[config.mk]
export PLATFORM = sky130hd
export DESIGN_NAME = ppr_line_rx
export DESIGN_NICKNAME = d
export VERILOG_FILES = /design/src/rtl/ppr_pkg.sv /design/src/rtl/ppr_capture.sv /design/src/rtl/ppr_frame.sv /design/src/rtl/ppr_fifo.sv /design/src/rtl/ppr_line_rx.sv
export SDC_FILE = /design/constraint.sdc
export NUM_CORES = 1
export LEC_CHECK = 0
export BUFFER_PORTS_ARGS = -buffer_cell sky130_fd_sc_hd__buf_2
export CAP_MARGIN = 15
export CELL_PAD_IN_SITES_DETAIL_PLACEMENT = 1
export CELL_PAD_IN_SITES_GLOBAL_PLACEMENT = 1
export CORE_MARGIN = 5
export CORE_UTILIZATION = 50
export CTS_BUF_LIST = sky130_fd_sc_hd__clkbuf_4
export DETAILED_ROUTE_END_ITERATION = 8
export GPL_ROUTABILITY_DRIVEN = 0
export PLACE_DENSITY_LB_ADDON = 0.1
export SLEW_MARGIN = 20
export SYNTH_ARGS = -nofsm -noshare
export SYNTH_HDL_FRONTEND = slang
export SYNTH_SLANG_ARGS = --single-unit
[constraint.sdc]
create_clock -name clk -period 3.4 [get_ports clk]
set_clock_uncertainty 0.15 [all_clocks]
set_input_delay 0.51 -clock clk [delete_from_list [all_inputs] [get_ports clk]]
set_output_delay 0.51 -clock clk [all_outputs]
set_load 0.03 [all_outputs]
[src/rtl/ppr_pkg.sv]
package ppr_pkg;
  localparam int BASE_W = 8;
  localparam int EXT_W  = 8;
  localparam int DW     = BASE_W + EXT_W;
  localparam int HI_W   = $clog2(EXT_W + 1);

  typedef struct packed {
    logic          first;
    logic [DW-1:0] data;
  } word_t;

  localparam int WORD_W = $bits(word_t);
endpackage

[src/rtl/ppr_capture.sv]
module ppr_capture
  import ppr_pkg::*;
(
  input  logic          clk,
  input  logic          rst_n,
  input  logic          en,
  input  logic [DW-1:0] pin_data,
  input  logic          pin_start,
  output logic          s_vld,
  output logic [DW-1:0] s_data,
  output logic          s_start
);
  always_ff @(posedge clk or negedge rst_n) begin
    if (!rst_n) begin
      s_vld   <= 1'b0;
      s_data  <= '0;
      s_start <= 1'b0;
    end else begin
      s_vld   <= en;
      s_data  <= pin_data;
      s_start <= pin_start;
    end
  end
endmodule

[src/rtl/ppr_frame.sv]
module ppr_frame
  import ppr_pkg::*;
#(
  parameter int LEN_W = 12
) (
  input  logic             clk,
  input  logic             rst_n,
  input  logic             cfg_en,
  input  logic [HI_W-1:0]  cfg_hi_lines,
  input  logic             cfg_start_inv,
  input  logic             cfg_start_off,
  input  logic [LEN_W-1:0] cfg_line_len,
  input  logic             s_vld,
  input  logic [DW-1:0]    s_data,
  input  logic             s_start,
  input  logic             fifo_full,
  output logic             push,
  output word_t            push_word,
  output logic             line_err,
  output logic             rx_ovf
);
  logic [HI_W-1:0]  hi_eff;
  logic [DW-1:0]    keep;
  logic             mark;
  logic             first;
  logic             take;
  logic [LEN_W-1:0] pos, pos_nxt;
  logic [LEN_W:0]   pos_inc;
  logic [LEN_W:0]   one_w;

  assign hi_eff = (cfg_hi_lines > HI_W'(EXT_W)) ? HI_W'(EXT_W) : cfg_hi_lines;

  genvar gi;
  generate
    for (gi = 0; gi < BASE_W; gi++) begin : g_base
      assign keep[gi] = 1'b1;
    end
    for (gi = 0; gi < EXT_W; gi++) begin : g_ext
      assign keep[BASE_W+gi] = (HI_W'(gi) < hi_eff);
    end
  endgenerate

  assign take  = s_vld && cfg_en;
  assign mark  = !cfg_start_off && (s_start ^ cfg_start_inv);
  assign first = cfg_start_off ? (pos == '0) : mark;
  assign one_w = {{LEN_W{1'b0}}, 1'b1};
  assign pos_inc = {1'b0, pos} + one_w;

  always_comb begin
    pos_nxt = pos;
    if (first) begin
      pos_nxt = (one_w >= {1'b0, cfg_line_len}) ? '0 : LEN_W'(1);
    end else if (pos != '0) begin
      pos_nxt = (pos_inc >= {1'b0, cfg_line_len}) ? '0 : pos_inc[LEN_W-1:0];
    end
  end

  assign push            = take && !fifo_full;
  assign push_word.first = first;
  assign push_word.data  = s_data & keep;

  always_ff @(posedge clk or negedge rst_n) begin
    if (!rst_n) begin
      pos      <= '0;
      line_err <= 1'b0;
      rx_ovf   <= 1'b0;
    end else if (!cfg_en) begin
      pos      <= '0;
      line_err <= 1'b0;
      rx_ovf   <= 1'b0;
    end else if (s_vld) begin
      pos <= pos_nxt;
      if (mark && pos != '0) line_err <= 1'b1;
      if (fifo_full) rx_ovf <= 1'b1;
    end
  end
endmodule

[src/rtl/ppr_fifo.sv]
module ppr_fifo #(
  parameter int W     = 17,
  parameter int DEPTH = 4
) (
  input  logic         clk,
  input  logic         rst_n,
  input  logic         wr,
  input  logic [W-1:0] wr_data,
  output logic         full,
  output logic         rd_valid,
  input  logic         rd_ready,
  output logic [W-1:0] rd_data
);
  localparam int AW = (DEPTH > 1) ? $clog2(DEPTH) : 1;
  localparam int CW = $clog2(DEPTH + 1);

  logic [W-1:0]  mem [DEPTH];
  logic [AW-1:0] wp, rp;
  logic [CW-1:0] cnt;
  logic          do_wr, do_rd;

  assign full     = (cnt == CW'(DEPTH));
  assign rd_valid = (cnt != '0);
  assign rd_data  = mem[rp];
  assign do_wr    = wr && !full;
  assign do_rd    = rd_valid && rd_ready;

  always_ff @(posedge clk) begin
    if (do_wr) mem[wp] <= wr_data;
  end

  always_ff @(posedge clk or negedge rst_n) begin
    if (!rst_n) begin
      wp  <= '0;
      rp  <= '0;
      cnt <= '0;
    end else begin
      if (do_wr) wp <= (wp == AW'(DEPTH - 1)) ? '0 : wp + AW'(1);
      if (do_rd) rp <= (rp == AW'(DEPTH - 1)) ? '0 : rp + AW'(1);
      case ({do_wr, do_rd})
        2'b10:   cnt <= cnt + CW'(1);
        2'b01:   cnt <= cnt - CW'(1);
        default: cnt <= cnt;
      endcase
    end
  end
endmodule

[src/rtl/ppr_line_rx.sv]
module ppr_line_rx
  import ppr_pkg::*;
#(
  parameter int LEN_W = 12,
  parameter int DEPTH = 4
) (
  input  logic             clk,
  input  logic             rst_n,
  input  logic             cfg_en,
  input  logic [HI_W-1:0]  cfg_hi_lines,
  input  logic             cfg_start_inv,
  input  logic             cfg_start_off,
  input  logic [LEN_W-1:0] cfg_line_len,
  input  logic [DW-1:0]    pin_data,
  input  logic             pin_start,
  output logic             m_valid,
  input  logic             m_ready,
  output logic [DW-1:0]    m_data,
  output logic             m_first,
  output logic             line_err,
  output logic             rx_ovf
);
  logic          s_vld, s_start;
  logic [DW-1:0] s_data;
  logic          push_w, full_w;
  word_t         push_word, head;
  logic [WORD_W-1:0] head_bits;

  ppr_capture u_cap (
    .clk(clk), .rst_n(rst_n), .en(cfg_en),
    .pin_data(pin_data), .pin_start(pin_start),
    .s_vld(s_vld), .s_data(s_data), .s_start(s_start)
  );

  ppr_frame #(.LEN_W(LEN_W)) u_frame (
    .clk(clk), .rst_n(rst_n), .cfg_en(cfg_en),
    .cfg_hi_lines(cfg_hi_lines), .cfg_start_inv(cfg_start_inv),
    .cfg_start_off(cfg_start_off), .cfg_line_len(cfg_line_len),
    .s_vld(s_vld), .s_data(s_data), .s_start(s_start),
    .fifo_full(full_w), .push(push_w), .push_word(push_word),
    .line_err(line_err), .rx_ovf(rx_ovf)
  );

  ppr_fifo #(.W(WORD_W), .DEPTH(DEPTH)) u_fifo (
    .clk(clk), .rst_n(rst_n), .wr(push_w), .wr_data(push_word),
    .full(full_w), .rd_valid(m_valid), .rd_ready(m_ready), .rd_data(head_bits)
  );

  assign head    = word_t'(head_bits);
  assign m_data  = head.data;
  assign m_first = head.first;
endmodule

Yosys cells after proc, flatten, opt, wreduce, memory -nomap -nowiden

Memories as Yosys holds them, arrays and structs flattened.
Index checks and enable logic that the tools add are counted.

Register bits after elaboration: 39
Bits in latches: 0
RAM bits: 68
Bits in read-only memories: 0
Output and inout port bits: 20
Logic and storage cells: 71
Memories kept: 1

Memory list:

| name       | depth | bits a word | rd ports | clocked after memory_dff | wr ports | line           | source |
|---|---|---|---|---|---|---|---|
| u_fifo.mem | 4     | 17          | 1        | 0                        | 1        | ppr_fifo.sv:17 | `logic [W-1:0] mem [DEPTH];` |

$add $sub $neg: 5
Multipliers: 0
Div/mod/pow operators: 0
Magnitude comparators: 11
Equal/unequal tests: 9
Shift-type cells: 0
Muxes and demuxes: 19
Bitwise logic cells: 2
Reduce and logical (&&, ||, !) cells: 15

Operators with widths:

| cell                                                       | count |
|---|---|
| two-way mux 12 bit                                         | 5 |
| bitwise AND 16 bit                                         | 1 |
| less-than comparator 3 x 4 -> 1 bit (first input constant) | 4 |
| adder 12 x 1 -> 13 bit (second input constant)             | 1 |
| >= comparator 13 x 12 -> 1 bit                             | 1 |
| >= comparator 1 x 12 -> 1 bit (first input constant)       | 1 |
| zero test 12 bit                                           | 1 |
| nonzero test 12 bit                                        | 1 |
| two-way mux 1 bit                                          | 10 |
| less-than comparator 1 x 4 -> 1 bit (first input constant) | 2 |
| less-than comparator 2 x 4 -> 1 bit (first input constant) | 2 |
| equality test 2 bit (second input constant)                | 3 |
| logical AND 1 bit                                          | 6 |
| != test 2 x 1 -> 1 bit (second input constant)             | 3 |
| one-hot mux 3 bit (2 select lines)                         | 1 |
| AND reduction 2 bit                                        | 3 |
| adder 2 x 1 -> 2 bit (second input constant)               | 2 |
| greater-than comparator 4 bit (second input constant)      | 1 |
| two-way mux 2 bit                                          | 2 |
| two-way mux 4 bit                                          | 1 |
| adder 3 x 1 -> 3 bit (second input constant)               | 1 |
| equality test 3 bit (second input constant)                | 1 |
| != test 3 x 1 -> 1 bit (second input constant)             | 1 |
| nonzero test 3 bit                                         | 1 |
| other kinds (5)                                            | 6 |

Logic depth before layout (Yosys ltp)

Word-level depth: 7
Mapped depth: 13
Depth with buffers taken out: 11

Hierarchy

From an unflattened synthesis, not the netlist that was laid out.

Cell total of the unflattened synthesis: 308
Area, all modules: 4785.8 um2

Modules (own cells, without submodules):

| module      | instances | cells each | area an instance (um2) | seq. area each (um2) |
|---|---|---|---|---|
| ppr_fifo    | 1         | 129        | 2957.8                 | 2217.1 |
| ppr_frame   | 1         | 161        | 1377.6                 | 350.3 |
| ppr_capture | 1         | 18         | 450.4                  | 450.4 |

Least setup slack after synthesis

No wires, ideal clock.

Path type: reg2reg
Start point: register u_frame.pos[0]
End point: register u_frame.pos[9]
Data arrival time: 2.627 ns
Data required time: 3.129 ns
Setup slack: 0.502 ns
Stages on the path, launching flop included: 12
Buffers on the path: 1
Cell sequence: dfrtp_1 > ha_1 > nand4_1 > o21a_1 > or2_2 > ha_1 > nand4_1 > a211oi_1 > a2111oi_4 > and3_1 > buf_6 > a22o_2

Longest elaborated chain between the ends: 7
Elaborated cells on any way between the ends: 12
Those cells by class: 1 x add/sub; 1 x order compare; 1 x eq/ne; 6 x mux; 3 x reduce/logical

Ends and longest elaborated chain:

| item                           | line            | source |
|---|---|---|
| start, declared                | ppr_frame.sv:27 | `logic [LEN_W-1:0] pos, pos_nxt;` |
| start signal, assigned         | ppr_frame.sv:72 | `pos <= pos_nxt;` |
| adder 12 x 1 -> 13 bit         | ppr_frame.sv:47 | `assign pos_inc = {1'b0, pos} + one_w;` |
| >= comparator 13 x 12 -> 1 bit | ppr_frame.sv:54 | `pos_nxt = (pos_inc >= {1'b0, cfg_line_len}) ? '0 : pos_inc[LEN_W-1:0];` |
| two-way mux 12 bit             | ppr_frame.sv:54 |  |
| two-way mux 12 bit             | ppr_frame.sv:53 | `end else if (pos != '0) begin` |
| two-way mux 12 bit             | ppr_frame.sv:51 | `if (first) begin` |
| two-way mux 12 bit             | ppr_frame.sv:71 | `end else if (s_vld) begin` |
| two-way mux 12 bit             | ppr_frame.sv:67 | `end else if (!cfg_en) begin` |

Several ways; a longest one is shown, not always the timed one. The select of a mux whose other input is x is not followed.
A chain may end at the register's enable or synchronous reset.

Worst setup path in the final report

Start point: register u_frame.pos[4]
End point: register u_frame.pos[7]

Same word-level chain as after synthesis.

==> results.md <==
- Fillers: 906
- Cells after synthesis: 308
- WP data required: 3650 ps
- Vias/cell: 5.50
- Detailed Routing Iterations Pass 1: 4
- CP max-delay cell: dfrtp_1
- Most numerous cell in the Yosys netlist: edfxtp_1
- Multi-input gate area: 1490 um2
- Die Height: 106 um
- Crit path kind: reg -> reg
- Setup TNS: 0 ps
- Sink Count: 107
- Number of port buffers: 58
- CP most frequent cell: nand3_1
- Util after Layout: 59.2%
- Core Region: 9150 um2
- Endpoint class of the critical path: register
- Layout overhead on the synthesized area: 16.5%
- Register bit total from synthesis: 107
- Final net count: 455
- Clock Latency Late Sink: 450 ps
- Post-synth EDFFs: 68
- WL/cell: 19.2 um
- DRT iter0 DRCs: 95
- Crit path largest cell delay: 490 ps
- Sw Ratio: 35.4%
- ANT cells: 0
- Power per cell area: 610 nW/um2
- Internal: 2140 uW
- TritonCTS Buffers: 9
- DRC Markers: 0
- Critical path launch point type: register
- Leading area contributor after synthesis: edfxtp_1
- Final Max Tran Viols: 0
- Dpl ws: 312 ps
- P_leak: 0.00221 uW
- Via count: 2805
- CTS clk-pin slew, worst paths: 180 ps
- Ys async rst share: 36.4%
- Antenna Nets Post-Route: 0
- Initial core utilization: 50.8%
- Final period util: 92.5%
- Sw Pwr: 1170 uW
- Yosys cell types: 44
- Overall power: 3310 uW
- Worst setup margin: 256 ps
- Initial antenna violation count: 0
- Seq pwr share: 50.6%
- Fmax: 0.318 GHz
- Yosys warns: 0
- Reg area: 3020 um2
- RSZ-0062 raised after global routing: no
- Synth Flop Type: edfxtp_1
- Bufs and invs on worst path: 0
- Proportion of layout cells with a drive suffix above 1: 28.1%
- CTS resizes: 0
- Mean post-synth cell area: 15.1 um2
- Tot GR Track Use: 18.8%
- Clock Power Share: 18.5%
- Final setup fails: 0
- Top cells by area, synth: edfxtp_1 (44%), dfrtp_1 (21%), mux4_2 (8.2%), ha_1 (5.6%), inv_1 (2.1%)
- Critical path's top delay family: simple AND/OR/NAND/NOR gates
- Clock root buffer: clkbuf_4
- Final critical-path required period: 3140 ps
- Post-DP HPWL: 6.82 mm
- Sequential fraction of the synthesis area: 64.9%
- Pin count of the biggest net entering global routing: 40
- Global route total overflow: 0
- Final Hold Slack: 21.1 ps
- Crit path cell chain: nand3_1 -> nor3b_1 -> nand3_1 -> xnor2_1 -> ha_1 -> nand3_1 -> a211oi_1 -> a2111oi_4 -> and3_1 -> a22o_2
- Synth Net Count: 369
- First-pass GRT wire length: 16.4 mm
- CTS tree: yes
- Critical Path AT: 3390 ps
- Maxcap violations: 0
- Vias in the first global route: 3201
- Total Die Area: 11300 um2
- Row cnt: 35
- VDD IR-drop max: 0.384 mV
- Max H-tree Level: 3
- Routed WL: 9.79 mm
- HP Class: in -> async
- Mapped Area: 4650 um2
- Clock Path Buffers: 2
- Status: finished clean
- Synth cell count leaders: edfxtp_1 (68), dfrtp_1 (39), inv_1 (26), ha_1 (21)
- Logic pwr share: 30.9%
- Yosys top cell area share: 43.9%
- Boundary pin count: 59
- Hold Fails Final Rpt: 0
- Critical path peak fanout: 7
- Die width: 106 um
- Worst slew pin tran: 956 ps
- Worst slew margin: 36.3%
-- cells by family after synthesis --
kind of cell	synth area share (%)
DFF	64.9
and+or+nand+nor	8.12
AOI/OAI and AO/OA	7.34
muxes	8.47
xor gates and xnor gates	2.07
adders and majority gates	6.08
buffers and inverters	3.07
-- power groups by stage --
stage	Sequential, uW	Clock, uW	Combinational [uW]
after floorplan	1610	0	782
after global placement	1690	0	995
after detailed placement	1710	0	1020
after CTS	1680	641	1040
after global routing	1690	700	1110
final	1670	613	1020
-- metrics by stage --
step,area [um2],instances
2_1_floorplan,4650,308
3_3_place_gp,5120,477
3_5_place_dp,5120,477
4_1_cts,5420,510
5_1_grt,5420,510
6_report,5420,510
-- flip-flops by register name, indices dropped and copies added (netlist names) --
signal,count
u_cap.s_data,16
u_cap.s_start,1
u_cap.s_vld,1
u_fifo.cnt,3
u_fifo.mem,68
u_fifo.rp,2
u_fifo.wp,2
u_frame.line_err,1
u_frame.pos,12
u_frame.rx_ovf,1
-- placed cells by master, fill, tap and decap left out, types with 5 or more instances in the layout --
| master | instances |
|---|---|
| dlygate4sd3_1 | 17 |
| buf_2 | 58 |
| mux4_2 | 17 |
| and2_1 | 5 |
| edfxtp_1 | 68 |
| a22o_2 | 6 |
| a21oi_1 | 6 |
| nor2b_1 | 8 |
| nor4_1 | 5 |
| ha_1 | 21 |
| o21a_1 | 5 |
| nand2_1 | 17 |
| o21ai_0 | 6 |
| dfrtp_1 | 39 |
| nand3_1 | 7 |
| nor2_1 | 7 |
| nor3_1 | 7 |
| clkbuf_4 | 9 |
| xnor2_1 | 6 |
| buf_4 | 8 |
| xor2_1 | 5 |
| inv_1 | 26 |
-- layout make-up --
type                            instances  area share (%)
Clock buffer                            9            1.25
Clock inverter                          7            1.22
Inverter                               26            1.80
Multi-Input combinational cell        166            27.5
Sequential cell                       107            55.7
Tap cell                              111            2.56
Timing Repair Buffer                   84            9.97
-- worst register-to-register path, stage by stage (launching register included) --
cell       delay (ps)
dfrtp_1           490
nand3_1           260
nor3b_1           370
nand3_1           140
xnor2_1           220
ha_1              280
nand3_1           120
a211oi_1           80
a2111oi_4         410
and3_1            390
a22o_2            200
-- routing by layer --
layer / track usage (%) / up-vias / wire length, um
met4: 4.38 / 0 / 128
li1: - / 1330 / -
met1: 23.2 / 1411 / 4160
met3: 4.25 / 12 / 341
met2: 33.7 / 52 / 5170
met5: 0 / - / 0
-- worst paths after layout --
| check | start | slack, ps | end | depth (start not counted) |
|---|---|---|---|---|
| worst min-delay path | rst_n | 20 | u_cap.s_data[4]$_DFF_PN0_ | 1 |
| min in group clk | cfg_en | 110 | u_cap.s_vld$_DFF_PN0_ | 1 |
| max in group asynchronous | rst_n | 2470 | u_frame.pos[1]$_DFFE_PN0P_ | 1 |
| worst max register to register | u_frame.pos[4]$_DFFE_PN0P_ | 260 | u_frame.pos[7]$_DFFE_PN0P_ | 10 |
| worst max-delay path | u_frame.pos[4]$_DFFE_PN0P_ | 260 | u_frame.pos[7]$_DFFE_PN0P_ | 10 |
| worst min register to register | u_cap.s_data[3]$_DFF_PN0_ | 380 | u_fifo.mem[3][3]$_DFFE_PP_ | 0 |
-- repair_timing --
action,CTS,global route
buffers inserted,0,0
hold buffers,17,0
hold endpoints to repair,17,0
Note: power is estimated with default switching activity, not from simulation.
